--- src/rtl/pft_pkg.sv ---
package pft_pkg;

    typedef enum logic [1:0] {
        ST_IDLE  = 2'd0,
        ST_SHIFT = 2'd1,
        ST_GAP   = 2'd2
    } seq_state_e;

endpackage

--- src/rtl/pft_packer.sv ---
module pft_packer #(
    parameter int DATA_W = 12,
    parameter int PAD_W  = 4,
    parameter int NCH    = 2,
    localparam int SLOT_W  = DATA_W + PAD_W,
    localparam int FRAME_W = NCH * SLOT_W
) (
    input  logic [NCH*DATA_W-1:0] samples,
    output logic [FRAME_W-1:0]    word
);

    // Channel 0 sits in the top slot and is shifted out first.
    for (genvar ch = 0; ch < NCH; ch++) begin : g_slot
        assign word[FRAME_W-1-ch*SLOT_W -: SLOT_W] =
            {{PAD_W{1'b0}}, samples[(NCH-ch)*DATA_W-1 -: DATA_W]};
    end

endmodule

--- src/rtl/pft_seq.sv ---
module pft_seq
    import pft_pkg::*;
#(
    parameter int FRAME_W = 32,
    localparam int IDX_W  = $clog2(FRAME_W)
) (
    input  logic             sclk,
    input  logic             rst_any,
    output logic             load,
    output logic             active_nx,
    output logic [IDX_W-1:0] idx_nx,
    output logic             status,
    output logic             drive_en
);

    localparam logic [IDX_W-1:0] TOP_IDX = IDX_W'(FRAME_W - 1);

    seq_state_e       state_q, state_nx;
    logic [IDX_W-1:0] idx_q;

    // Next-state and bit-index decode.
    always_comb begin
        state_nx = state_q;
        idx_nx   = idx_q;
        load     = 1'b0;
        unique case (state_q)
            ST_IDLE, ST_GAP: begin
                state_nx = ST_SHIFT;
                idx_nx   = TOP_IDX;
                load     = 1'b1;
            end
            ST_SHIFT: begin
                if (idx_q == '0) begin
                    state_nx = ST_GAP;
                    idx_nx   = '0;
                end else begin
                    idx_nx   = idx_q - 1'b1;
                end
            end
            default: begin
                state_nx = ST_IDLE;
                idx_nx   = '0;
            end
        endcase
    end

    assign active_nx = (state_nx == ST_SHIFT);

    // State register.
    always_ff @(negedge sclk or posedge rst_any) begin
        if (rst_any) begin
            state_q <= ST_IDLE;
            idx_q   <= '0;
        end else begin
            state_q <= state_nx;
            idx_q   <= idx_nx;
        end
    end

    // Registered flag outputs.
    always_ff @(negedge sclk or posedge rst_any) begin
        if (rst_any) begin
            status   <= 1'b0;
            drive_en <= 1'b0;
        end else begin
            status   <= active_nx;
            drive_en <= 1'b1;
        end
    end

endmodule

--- src/rtl/pft_shift.sv ---
module pft_shift #(
    parameter int FRAME_W = 32,
    localparam int IDX_W  = $clog2(FRAME_W)
) (
    input  logic               sclk,
    input  logic               rst_any,
    input  logic               load,
    input  logic               active_nx,
    input  logic [IDX_W-1:0]   idx_nx,
    input  logic [FRAME_W-1:0] frame_in,
    output logic               sdo
);

    logic [FRAME_W-1:0] hold_q;

    always_ff @(negedge sclk or posedge rst_any) begin
        if (rst_any) begin
            hold_q <= '0;
            sdo    <= 1'b0;
        end else if (load) begin
            hold_q <= frame_in;
            sdo    <= frame_in[idx_nx];
        end else begin
            sdo    <= active_nx ? hold_q[idx_nx] : 1'b0;
        end
    end

endmodule

--- src/rtl/pair_frame_tx.sv ---
module pair_frame_tx #(
    parameter int DATA_W = 12,
    parameter int PAD_W  = 4
) (
    input  logic              sclk,
    input  logic              cs_n,
    input  logic              pwr_dn,
    input  logic [DATA_W-1:0] samp_a,
    input  logic [DATA_W-1:0] samp_b,
    output logic              sdo,
    output logic              sdo_oe,
    output logic              conv_busy
);

    localparam int NCH     = 2;
    localparam int FRAME_W = NCH * (DATA_W + PAD_W);
    localparam int IDX_W   = $clog2(FRAME_W);

    logic               rst_any;
    logic               load;
    logic               active_nx;
    logic [IDX_W-1:0]   idx_nx;
    logic [FRAME_W-1:0] word;

    // Deselect and power-down both clear everything asynchronously.
    assign rst_any = cs_n | pwr_dn;

    pft_packer #(.DATA_W(DATA_W), .PAD_W(PAD_W), .NCH(NCH)) u_packer (
        .samples ({samp_a, samp_b}),
        .word    (word)
    );

    pft_seq #(.FRAME_W(FRAME_W)) u_seq (
        .sclk      (sclk),
        .rst_any   (rst_any),
        .load      (load),
        .active_nx (active_nx),
        .idx_nx    (idx_nx),
        .status    (conv_busy),
        .drive_en  (sdo_oe)
    );

    pft_shift #(.FRAME_W(FRAME_W)) u_shift (
        .sclk      (sclk),
        .rst_any   (rst_any),
        .load      (load),
        .active_nx (active_nx),
        .idx_nx    (idx_nx),
        .frame_in  (word),
        .sdo       (sdo)
    );

endmodule

--- config.mk ---
export PLATFORM = sky130hd
export DESIGN_NAME = pair_frame_tx
export DESIGN_NICKNAME = d
export VERILOG_FILES = /design/src/rtl/pft_pkg.sv /design/src/rtl/pft_packer.sv /design/src/rtl/pft_seq.sv /design/src/rtl/pft_shift.sv /design/src/rtl/pair_frame_tx.sv
export SDC_FILE = /design/constraint.sdc
export NUM_CORES = 1
export LEC_CHECK = 0
export BUFFER_PORTS_ARGS = -buffer_cell sky130_fd_sc_hd__clkbuf_2
export CAP_MARGIN = 20
export CORE_AREA = 2 2 58 60
export CTS_BUF_LIST = sky130_fd_sc_hd__clkbuf_4 sky130_fd_sc_hd__clkbuf_8
export CTS_CLUSTER_DIAMETER = 30
export DETAILED_ROUTE_END_ITERATION = 12
export DIE_AREA = 0 0 60 62
export PLACE_DENSITY_LB_ADDON = 0.25
export SKIP_LAST_GASP = 1
export SLEW_MARGIN = 5
export SYNTH_ARGS = -nofsm -noshare
export SYNTH_HDL_FRONTEND = slang
export SYNTH_SLANG_ARGS = --single-unit
export TNS_END_PERCENT = 20
--- constraint.sdc ---
create_clock -name sclk -period 3.35 [get_ports sclk]
set_input_delay 0.8375 -clock sclk [delete_from_list [all_inputs] [get_ports sclk]]
set_output_delay 0.8375 -clock sclk [all_outputs]
set_load 0.01 [all_outputs]
# --- Yosys cells after proc, flatten, opt, wreduce, memory -nomap -nowiden ---
# Cells that the tools add are included.
# W data, S select, Z words.
totals:
  input_bits: 27
  ff_bits: 34
op_classes:
  n_addsub: 1
  bitwise_logic: 1
  muxes: 11
  eq_ne: 3
  n_lt_le_gt_ge: 1
  reduce_logical: 3
ops:
  columns: ["op", "n"]
  rows:
  - ["$bmux W1 S5", 2]
  - ["$pmux W5 S2", 1]
  - ["$lt A5 B6 Y1 const B", 1]
  - ["$logic_not A5 Y1", 1]
  - ["$mux W1", 5]
  - ["$mux W5", 1]
  - ["$sub A5 B1 Y5 const B", 1]
  - ["$eq A2 B1 Y1 const B", 2]
  - ["$pmux W2 S2", 1]
  - ["$eq A2 B2 Y1 const B", 1]
  - ["$logic_not A2 Y1", 1]
  - ["$mux W2", 1]
  - ["$reduce_or A2 Y1", 1]
  - ["$or A1 B1 Y1", 1]

# --- Logic depth before layout (Yosys ltp) ---
# Gate-level depths: netlist (run 1).
logic_depth:
  ltp_word: 7
  mapped_depth: 10
  mapped_depth_nobuf: 8

# --- Modules after synthesis ---
# A second synthesis (run 1) with hierarchy kept.
unflattened:
  cells_unflattened: 175
  area_unflattened_um2: 2372.3
by_module_without_submodules:
  columns: ["module", "cells_per_inst", "seq_area_each_um2", "n_inst", "area_per_inst_um2"]
  rows:
  - ["pft_shift", 111, 825.8, 1, 1760.4]
  - ["pft_seq", 30, 225.2, 1, 361.6]
  - ["pft_packer", 33, 0.0, 1, 244.0]
  - ["pair_frame_tx", 1, 0.0, 1, 6.3]

==> flow_metrics.tcl, run 1 <==
set metrics [dict create \
    status "complete, but fails checks" \
    failed_checks "negative setup slack" \
    crit_buf_inv 1 \
    core-area_um2 3180 \
    drive_gt1_share_pct 42.4 \
    synth_nets 168 \
    cp.arrival_ns 2.53 \
    die_x_um 60 \
    cp_slowest_stage_delay_ns 0.41 \
    ir_worst_vdd_mv 0.291 \
    clkTransAtPathRegs_ns 0.07 \
    hold_ws_ns 0.451 \
    first_pass_iters 4 \
    grt_use_total_pct 20.9 \
    max-cap-violations 0 \
    cp-end-kind "primary output" \
    start_util_pct 52.6 \
    areaGrowthSynthToFinish_pct 16.0 \
    grt_pass1_wl_um 5650 \
    crit_required_ns 2.51 \
    n_fill_cell 275 \
    postSynthCellCount 140 \
    crit_fanout 1 \
    setup_violations 3 \
    rrSetupSlack_ns 0.98 \
    top_usage_layer "met2" \
    dieHeight_um 62 \
    clock_sinks 34 \
    rsz0062_at_grt "yes" \
    diodes 0 \
    cts_tree "built" \
    gr-total-overflow 0 \
    grt_max_degree 35 \
    cts_max_level 2 \
    num_rows 21 \
    drt-total-wl_um 3360 \
    finalClockSkew_ns 0.00795 \
    p_per_area_nw_per_um2 373 \
    r2r-end "u_shift.sdo" \
    hold_class "reg -> reg" \
    met3_usage_pct 5.80 \
    die_area_um2 3720 \
    fin_ws_ns -0.0204 \
    place_congestion 0.918 \
    synth-edff-count 0 \
    ys_seq_area_share_pct 50.9 \
    slew_headroom_pct 62.1 \
    viasPerCell 5.53 \
    syn_area_per_cell_um2 11.9 \
    ys_types 39 \
    grtUsageMet1_pct 27.7 \
    wl_per_cell_um 15.4 \
    p_leak_uw 0.000875 \
    io_pins 30 \
    via_count 1206 \
    r2r_start "u_seq.idx_q[0]" \
    synth_warnings 0 \
    whs_endpoint "u_seq.state_q[0]" \
    grt_pass1_vias 1173 \
    grtUsageMet2_pct 32.6 \
    cp_cell_sequence "clkbuf_2" \
    rr_worst_depth 7 \
    startpoint_type "flop" \
    hold_viol_final 0 \
    port_buffers 29 \
    finalMaxSlewViolations 0 \
    crit_path_top_delay_cell "dfrtn_1" \
    critical_path_class "reg -> out" \
    ys_ff_latch 34 \
    synth-async-reset-ratio_pct 100 \
    drc 0 \
    dp_hpwl_um 2510 \
    netlist_area_um2 1670 \
    final_nets 199 \
    postRouteAntennaNets 0 \
    cts_root_buf "clkbuf_4" \
    cts_inserted_buffers 5 \
    cp_top_family "flip-flops" \
    utilization_pct 61.0 \
    grt_antenna_before_repair 0 \
    whs_path_depth 1 \
    clk_path_buf_depth 2 \
    clk_latency_ns 0.32 \
    min_from "u_seq.state_q[0]" \
    ys.flop_type "dfrtn_1" \
    tightestPinTransition_ns 0.560 \
    drt_iter0_drc 82 \
]
## Yosys cell counts, drive strengths merged (4+ instances only)
cell / number / area, um^2
inv: 9 / 33.8
clkbuf: 4 / 15.0
o32ai: 4 / 35.0
nor2: 4 / 15.0
a21oi: 7 / 35.0
nand2: 5 / 18.8
dfrtn: 34 / 851
o21ai: 4 / 20.0
buf: 6 / 41.3
o211ai: 4 / 30.0
mux2: 26 / 293
## stage by stage
step / instances / area (um^2) / setup WS (ns) / TNS, ns / total power [uW]
floorplan: 140 / 1680 / 0.385 / 0 / 468
global placement: 210 / 1880 / 0.344 / 0 / 492
detailed placement: 210 / 1880 / 0.322 / 0 / 495
CTS: 218 / 1940 / -0.0377 / -0.0863 / 735
global route: 218 / 1940 / -0.0592 / -0.149 / 760
finish: 218 / 1940 / -0.0204 / -0.0417 / 724
## state kept, by name, summed over array words and instances (netlist names)
register / count
u_seq.drive_en: 1
u_shift.sdo: 1
u_seq.idx_q: 5
u_seq.state_q: 2
u_shift.hold_q: 24
u_seq.status: 1
## layout by cell type (no fill, tap or decap), drive strengths merged, types with 5 or more instances in the layout
cell type	Yosys	routed
dfrtn	34	34
nand2	5	5
mux2	26	26
a21oi	7	7
inv	9	9
buf	6	6
clkbuf	4	34
## what timing repair did
action                                 in CTS  in global routing
pin swaps                                   0                  0
hold buffers                                0                  0
setup endpoints to repair                   3                  3
setup buffers                               0                  0
endpoints found under the hold margin       0                  0
resized for setup                           0                  1
## worst max path at each step
| stage | slack [ns] | end | from | depth (start not counted) |
|---|---|---|---|---|
| 2_1_floorplan | 0.38 | u_seq.drive_en | pwr_dn | 1 |
| 3_3_place_gp | 0.34 | sdo_oe | u_seq.drive_en | 1 |
| 3_5_place_dp | 0.32 | u_shift.hold_q[0] | samp_b[0] | 2 |
| 4_1_cts | -0.04 | sdo_oe | u_seq.drive_en | 1 |
| 5_1_grt | -0.06 | conv_busy | u_seq.status | 1 |
| 6_report | -0.02 | sdo_oe | u_seq.drive_en | 1 |
## final cells by class
| class | count | area, um^2 | area share, % |
|---|---|---|---|
| flip-flops and latches | 34 | 851 | 43.8 |
| multi-input cells | 87 | 739 | 38.1 |
| repair buffers | 34 | 195 | 10.1 |
| well taps | 46 | 57.6 | 2.97 |
| clock buffers | 6 | 51.3 | 2.64 |
| inverters | 9 | 33.8 | 1.74 |
| clock inverters | 2 | 12.5 | 0.645 |
## power breakdown
part	switching (uW)	internal, uW
registers	8.83	430
clock network	137	101
logic	19.6	28.6
## worst reg2reg max path, delay by kind of cell, from the launching register on
family | cells | cell delay [ns]
compound gates | 4 | 0.71
fa+ha+maj | 1 | 0.32
buf+inv | 1 | 0.19
flops | 1 | 0.35
simple gates | 1 | 0.66
## kinds of logic (layout without fill, tap and decap cells)
| logic type | count (synthesis) | in the layout | synth area share (%) |
|---|---|---|---|
| xor gates and xnor gates | 2 | 2 | 1.05 |
| and+or+nand+nor | 22 | 22 | 7.93 |
| buffers and inverters | 19 | 51 | 5.38 |
| adders and majority gates | 1 | 1 | 0.748 |
| muxes | 28 | 28 | 18.7 |
| other | 1 | 1 | 0.224 |
| DFF | 34 | 34 | 50.9 |
| AOI/OAI and AO/OA | 33 | 33 | 15.1 |
## routing by layer
metal	share of wire [%]	wire [um]
met3	4.7	158
met4	1.4	46
met5	0	0
met2	49	1660
met1	45	1500
No activity file was read; power rests on OpenSTA's default activity.
==> inputs of run 2 (changes only) <==
GPL_TIMING_DRIVEN = 0   (was default)
==> flow_metrics.tcl, run 2 (same netlist as run 1, synthesis figures left out) <==
set metrics [dict create \
    grtUsageMet1_pct 25.8 \
    die_area_um2 3720 \
    crit_required_ns 2.51 \
    clkTransAtPathRegs_ns 0.07 \
    final_nets 204 \
    p_int_uw 557 \
    startpoint_type "flop" \
    cp_cell_sequence "buf_2" \
    largest_reg_flops 24 \
    seq_power_share_pct 60.4 \
    drt_iter0_drc 59 \
    grt_antenna_before_repair 0 \
    met3_usage_pct 9.52 \
    cts-hold-fix-buffers 0 \
    cp_top_family "flip-flops" \
    cts_tree "built" \
    postRouteAntennaNets 0 \
    viasPerCell 5.48 \
    cts_inserted_buffers 5 \
    grt_pass1_vias 1155 \
    grtUsageMet2_pct 33.5 \
    fin_tns_setup_ns -0.00704 \
    cts_root_buf "clkbuf_4" \
    die_x_um 60 \
    finalMaxSlewViolations 0 \
    post_cts_buffers 0 \
    areaGrowthSynthToFinish_pct 16.4 \
    p_comb_share_pct 6.3 \
    status "complete, but fails checks" \
    place_congestion 0.918 \
    final_common_cell "dfrtn_1" \
    crit_path_top_delay_cell "dfrtn_1" \
    start_util_pct 52.6 \
    r2r_start "u_seq.idx_q[0]" \
    cp_slowest_stage_delay_ns 0.39 \
    clk_path_buf_depth 2 \
    core-area_um2 3180 \
    p_sw_uw 169 \
    diodes 0 \
    max-cap-violations 0 \
    hold_viol_final 0 \
    slew_headroom_pct 38.7 \
    ir_worst_vdd_mv 0.292 \
    drc 0 \
    utilization_pct 61.2 \
    failed_checks "negative setup slack" \
    finalClockSkew_ns 0.00504 \
    grt_use_total_pct 21.2 \
    cts_max_level 2 \
    p_per_area_nw_per_um2 372 \
    clk_latency_ns 0.33 \
    gr-total-overflow 0 \
    startpoint "u_seq.drive_en" \
    hold_class "reg -> reg" \
    wl_per_cell_um 15.7 \
    port_buffers 29 \
    min_from "u_shift.hold_q[3]" \
    via_count 1223 \
    cp.arrival_ns 2.52 \
    drt-total-wl_um 3510 \
    crit_buf_inv 1 \
    first_pass_iters 4 \
    p_clk_share_pct 33.3 \
    dp_slack_ns 0.0113 \
    largestRegisters "u_shift.hold_q x24, u_seq.idx_q x5, u_seq.state_q x2" \
    dieHeight_um 62 \
    regMostFlops "u_shift.hold_q" \
    rsz0062_at_grt "yes" \
    p_leak_uw 0.000878 \
    drive_gt1_share_pct 41.2 \
    dp_hpwl_um 2610 \
    final_cell_mix "dfrtn_1, mux2_2, clkbuf_2" \
    io_pins 30 \
    grt_pass1_wl_um 5510 \
    top_usage_layer "met2" \
    cp-end-kind "primary output" \
    grt_max_degree 35 \
    crit_fanout 1 \
    clock_sinks 34 \
    tightestPinTransition_ns 0.917 \
    fin_ws_ns -0.00704 \
    critical_path_class "reg -> out" \
    num_rows 21 \
    p_sw_share_pct 23.3 \
    hold_ws_ns 0.448 \
    setup_violations 1 \
]
==> run 2: cell count changes in the layout (fill, tap and decap cells not counted) <==
cell / delta
buf_1: +1
buf_6: +2
clkbuf_1: +4
buf_4: -4
clkbuf_2: -2
buf_12: -1
buf_2: +5
==> run 2: layer usage <==
metal,part of all wire [%],wire length [um],vias up
met3,7.3,257,5
met4,1.2,41,0
met2,48,1680,38
li1,-,-,588
met1,44,1540,592
met5,0,0,-
==> run 2: final timing paths <==
check | to | slack [ns] | depth (start not counted)
setup / recovery | sdo_oe | -0.007 | 1
hold / removal | u_shift.hold_q[3] | 0.45 | 1
setup reg to reg | u_shift.sdo | 0.60 | 9
hold reg to reg | u_shift.hold_q[3] | 0.45 | 1
max in group asynchronous | u_seq.idx_q[4] | 0.45 | 2
min in group asynchronous | u_seq.drive_en | 2.29 | 2
==> run 2: timing repair <==
item	in CTS	in global routing
endpoints found under the setup margin	3	3
resized for setup	0	3
pin swaps	0	0
hold endpoints to repair	0	0
==> run 2: per-stage QoR <==
| step | power (uW) | cells | instance area, um^2 |
|---|---|---|---|
| 2_1_floorplan | 468 | 140 | 1680 |
| 3_3_place_gp | 489 | 215 | 1880 |
| 3_5_place_dp | 492 | 215 | 1880 |
| 4_1_cts | 732 | 223 | 1950 |
| 5_1_grt | 760 | 223 | 1950 |
| 6_report | 725 | 223 | 1950 |
==> run 2: power by group through the flow <==
| stage | combinational, uW | clock, uW | sequential (uW) |
|---|---|---|---|
| final | 45.4 | 242 | 438 |
| after global routing | 51.7 | 268 | 440 |
| after CTS | 46.7 | 247 | 438 |
| after detailed placement | 46.5 | 0 | 446 |
| after global placement | 44.0 | 0 | 445 |
| after floorplan | 25.0 | 0 | 443 |
==> run 2: layout make-up <==
cell class	count	area, um^2
Fill cell	270	1230
Sequential cell	34	851
Multi-Input combinational cell	87	739
Timing Repair Buffer	29	145
Tap cell	46	57.6
Buffer	10	56.3
Clock buffer	6	51.3
Inverter	9	33.8
Clock inverter	2	12.5
==> run 2: worst reg2reg max path: cells and delay by family (launching register included) <==
family	cells	cell delay, ns
DFF	1	0.39
and+or+nand+nor	1	0.51
buffers and inverters	3	0.60
AOI/OAI and AO/OA	4	0.76
adders and majority gates	1	0.32
==> inputs of run 3 (changes only) <==
CORE_AREA = 2 2 61 57   (was 2 2 58 60)
DIE_AREA = 0 0 63 59   (was 0 0 60 62)
==> flow_metrics.tcl, run 3 (same netlist as run 1, synthesis figures left out) <==
set metrics [dict create \
    grtUsageMet1_pct 28.9 \
    crit_fanout 1 \
    core-area_um2 3020 \
    drc 0 \
    final_nets 204 \
    clk_latency_ns 0.32 \
    cp.arrival_ns 2.51 \
    r2r-end "u_shift.sdo" \
    hold_viol_final 0 \
    via_count 1247 \
    wl_per_cell_um 16.6 \
    dieHeight_um 59 \
    clk_path_buf_depth 2 \
    r2r_start "u_seq.idx_q[0]" \
    final_cells 218 \
    whs_endpoint "u_shift.hold_q[19]" \
    grt_pass1_vias 1244 \
    finalMaxSlewViolations 0 \
    min_from "u_shift.hold_q[19]" \
    first_pass_iters 4 \
    cts-hold-fix-buffers 0 \
    power.total_uw 706 \
    hold_class "reg -> reg" \
    p_sw_share_pct 22.0 \
    cp_top_family "flip-flops" \
    cp_slowest_stage_delay_ns 0.39 \
    dp_hpwl_um 2700 \
    met3_usage_pct 5.89 \
    die_x_um 63 \
    slew_headroom_pct 37.7 \
    whs_path_depth 1 \
    drive_gt1_share_pct 40.9 \
    num_rows 19 \
    drt-total-wl_um 3610 \
    stdcell_area_um2 1930 \
    final_common_cell "dfrtn_1" \
    ir_worst_vdd_mv 0.246 \
    post_cts_buffers 0 \
    seq_power_share_pct 62.1 \
    cp_cell_sequence "buf_2" \
    grtUsageMet2_pct 33.7 \
    cts_root_buf "clkbuf_4" \
    setup_violations 0 \
    crit_buf_inv 1 \
    postRouteAntennaNets 0 \
    areaGrowthSynthToFinish_pct 15.4 \
    grt_pass1_wl_um 5980 \
    clock_sinks 34 \
    rsz0062_at_grt "yes" \
    p_per_area_nw_per_um2 366 \
    p_sw_uw 155 \
    gr-total-overflow 0 \
    p_comb_share_pct 6.5 \
    clkTransAtPathRegs_ns 0.07 \
    startpoint_type "flop" \
    crit_path_top_delay_cell "dfrtn_1" \
    grt_max_degree 35 \
    critical_path_class "reg -> out" \
    tightestPinTransition_ns 0.932 \
    p_clk_share_pct 31.5 \
    io_pins 30 \
    max-cap-violations 0 \
    regMostFlops "u_shift.hold_q" \
    finalClockSkew_ns 0.00278 \
    largestRegisters "u_shift.hold_q x24, u_seq.idx_q x5, u_seq.state_q x2" \
    cts_tree "built" \
    crit_required_ns 2.51 \
    grt_antenna_before_repair 0 \
    start_util_pct 55.4 \
    die_area_um2 3720 \
    diodes 0 \
    cts_inserted_buffers 5 \
    grt_use_total_pct 21.6 \
    place_area_um2 1880 \
    cts_max_level 2 \
    cp-end-kind "primary output" \
    final_cell_mix "dfrtn_1, clkbuf_2, mux2_2" \
    largest_reg_flops 24 \
    dp.cells 211 \
    top_usage_layer "met2" \
    drt_iter0_drc 114 \
    viasPerCell 5.72 \
    hold_ws_ns 0.452 \
    rrSetupSlack_ns 0.55 \
    status "complete, no violations" \
    place_congestion 0.869 \
    port_buffers 29 \
    utilization_pct 63.9 \
    p_leak_uw 0.000876 \
    p_int_uw 551 \
    rr_worst_depth 9 \
]
==> run 3: changes by cell type in the layout (fill, tap and decap cells not counted) <==
cell | before | now
clkbuf_8 | 1 | 0
clkbuf_2 | 26 | 27
clkinv_2 | 1 | 0
clkinvlp_4 | 1 | 0
clkbuf_4 | 5 | 7
buf_2 | 6 | 5
==> run 3: what timing repair did <==
| action | 4_1_cts | 5_1_grt |
|---|---|---|
| gates resized for setup | 0 | 2 |
| cloned | 0 | 0 |
| endpoints found under the setup margin | 1 | 3 |
==> run 3: routing by layer <==
metal | vias up | part of all wire, %
met2 | 42 | 48
met3 | 8 | 5.4
met1 | 613 | 44
met4 | 0 | 1.9
met5 | - | 0
li1 | 584 | -
==> run 3: worst max path at each step <==
stage / from / end / slack [ns] / cells after the start
after global routing: u_seq.status / conv_busy / -0.03 / 1
final: u_shift.sdo / sdo / 0.006 / 1
after detailed placement: pwr_dn / u_shift.sdo / 0.003 / 2
after floorplan: pwr_dn / u_seq.drive_en / 0.38 / 1
after CTS: u_shift.sdo / sdo / -0.008 / 1
after global placement: pwr_dn / u_shift.hold_q[21] / 0.07 / 2
==> run 3: area by class of cell <==
| cell class | instances | area, um^2 |
|---|---|---|
| fill | 266 | 1090 |
| sequential | 34 | 851 |
| multi-input combinational | 87 | 739 |
| timing repair buffer | 29 | 145 |
| buffer | 10 | 56.3 |
| clock buffer | 7 | 52.6 |
| tap | 42 | 52.6 |
| inverter | 9 | 33.8 |
==> run 3: metrics by stage <==
step | worst slack, ns | TNS (ns)
detailed placement | 0.00305 | 0
floorplan | 0.385 | 0
CTS | -0.00805 | -0.00805
finish | 0.00647 | 0
global placement | 0.0697 | 0
global route | -0.0325 | -0.0875
==> run 3: worst register-to-register path, stage by stage (launching register included) <==
cell      delay (ns)
dfrtn_1         0.38
buf_2           0.21
inv_1           0.15
ha_1            0.31
clkbuf_1        0.23
or3b_2          0.52
o32ai_1         0.29
o31ai_1         0.12
a311oi_1        0.28
o32ai_1         0.14
==> run 3: power by group through the flow <==
stage | sequential, uW | combinational, uW | clock (uW)
2_1_floorplan | 443 | 25.0 | 0
3_3_place_gp | 445 | 43.9 | 0
3_5_place_dp | 446 | 47.0 | 0
4_1_cts | 438 | 47.1 | 225
5_1_grt | 441 | 51.4 | 250
6_report | 438 | 45.7 | 222
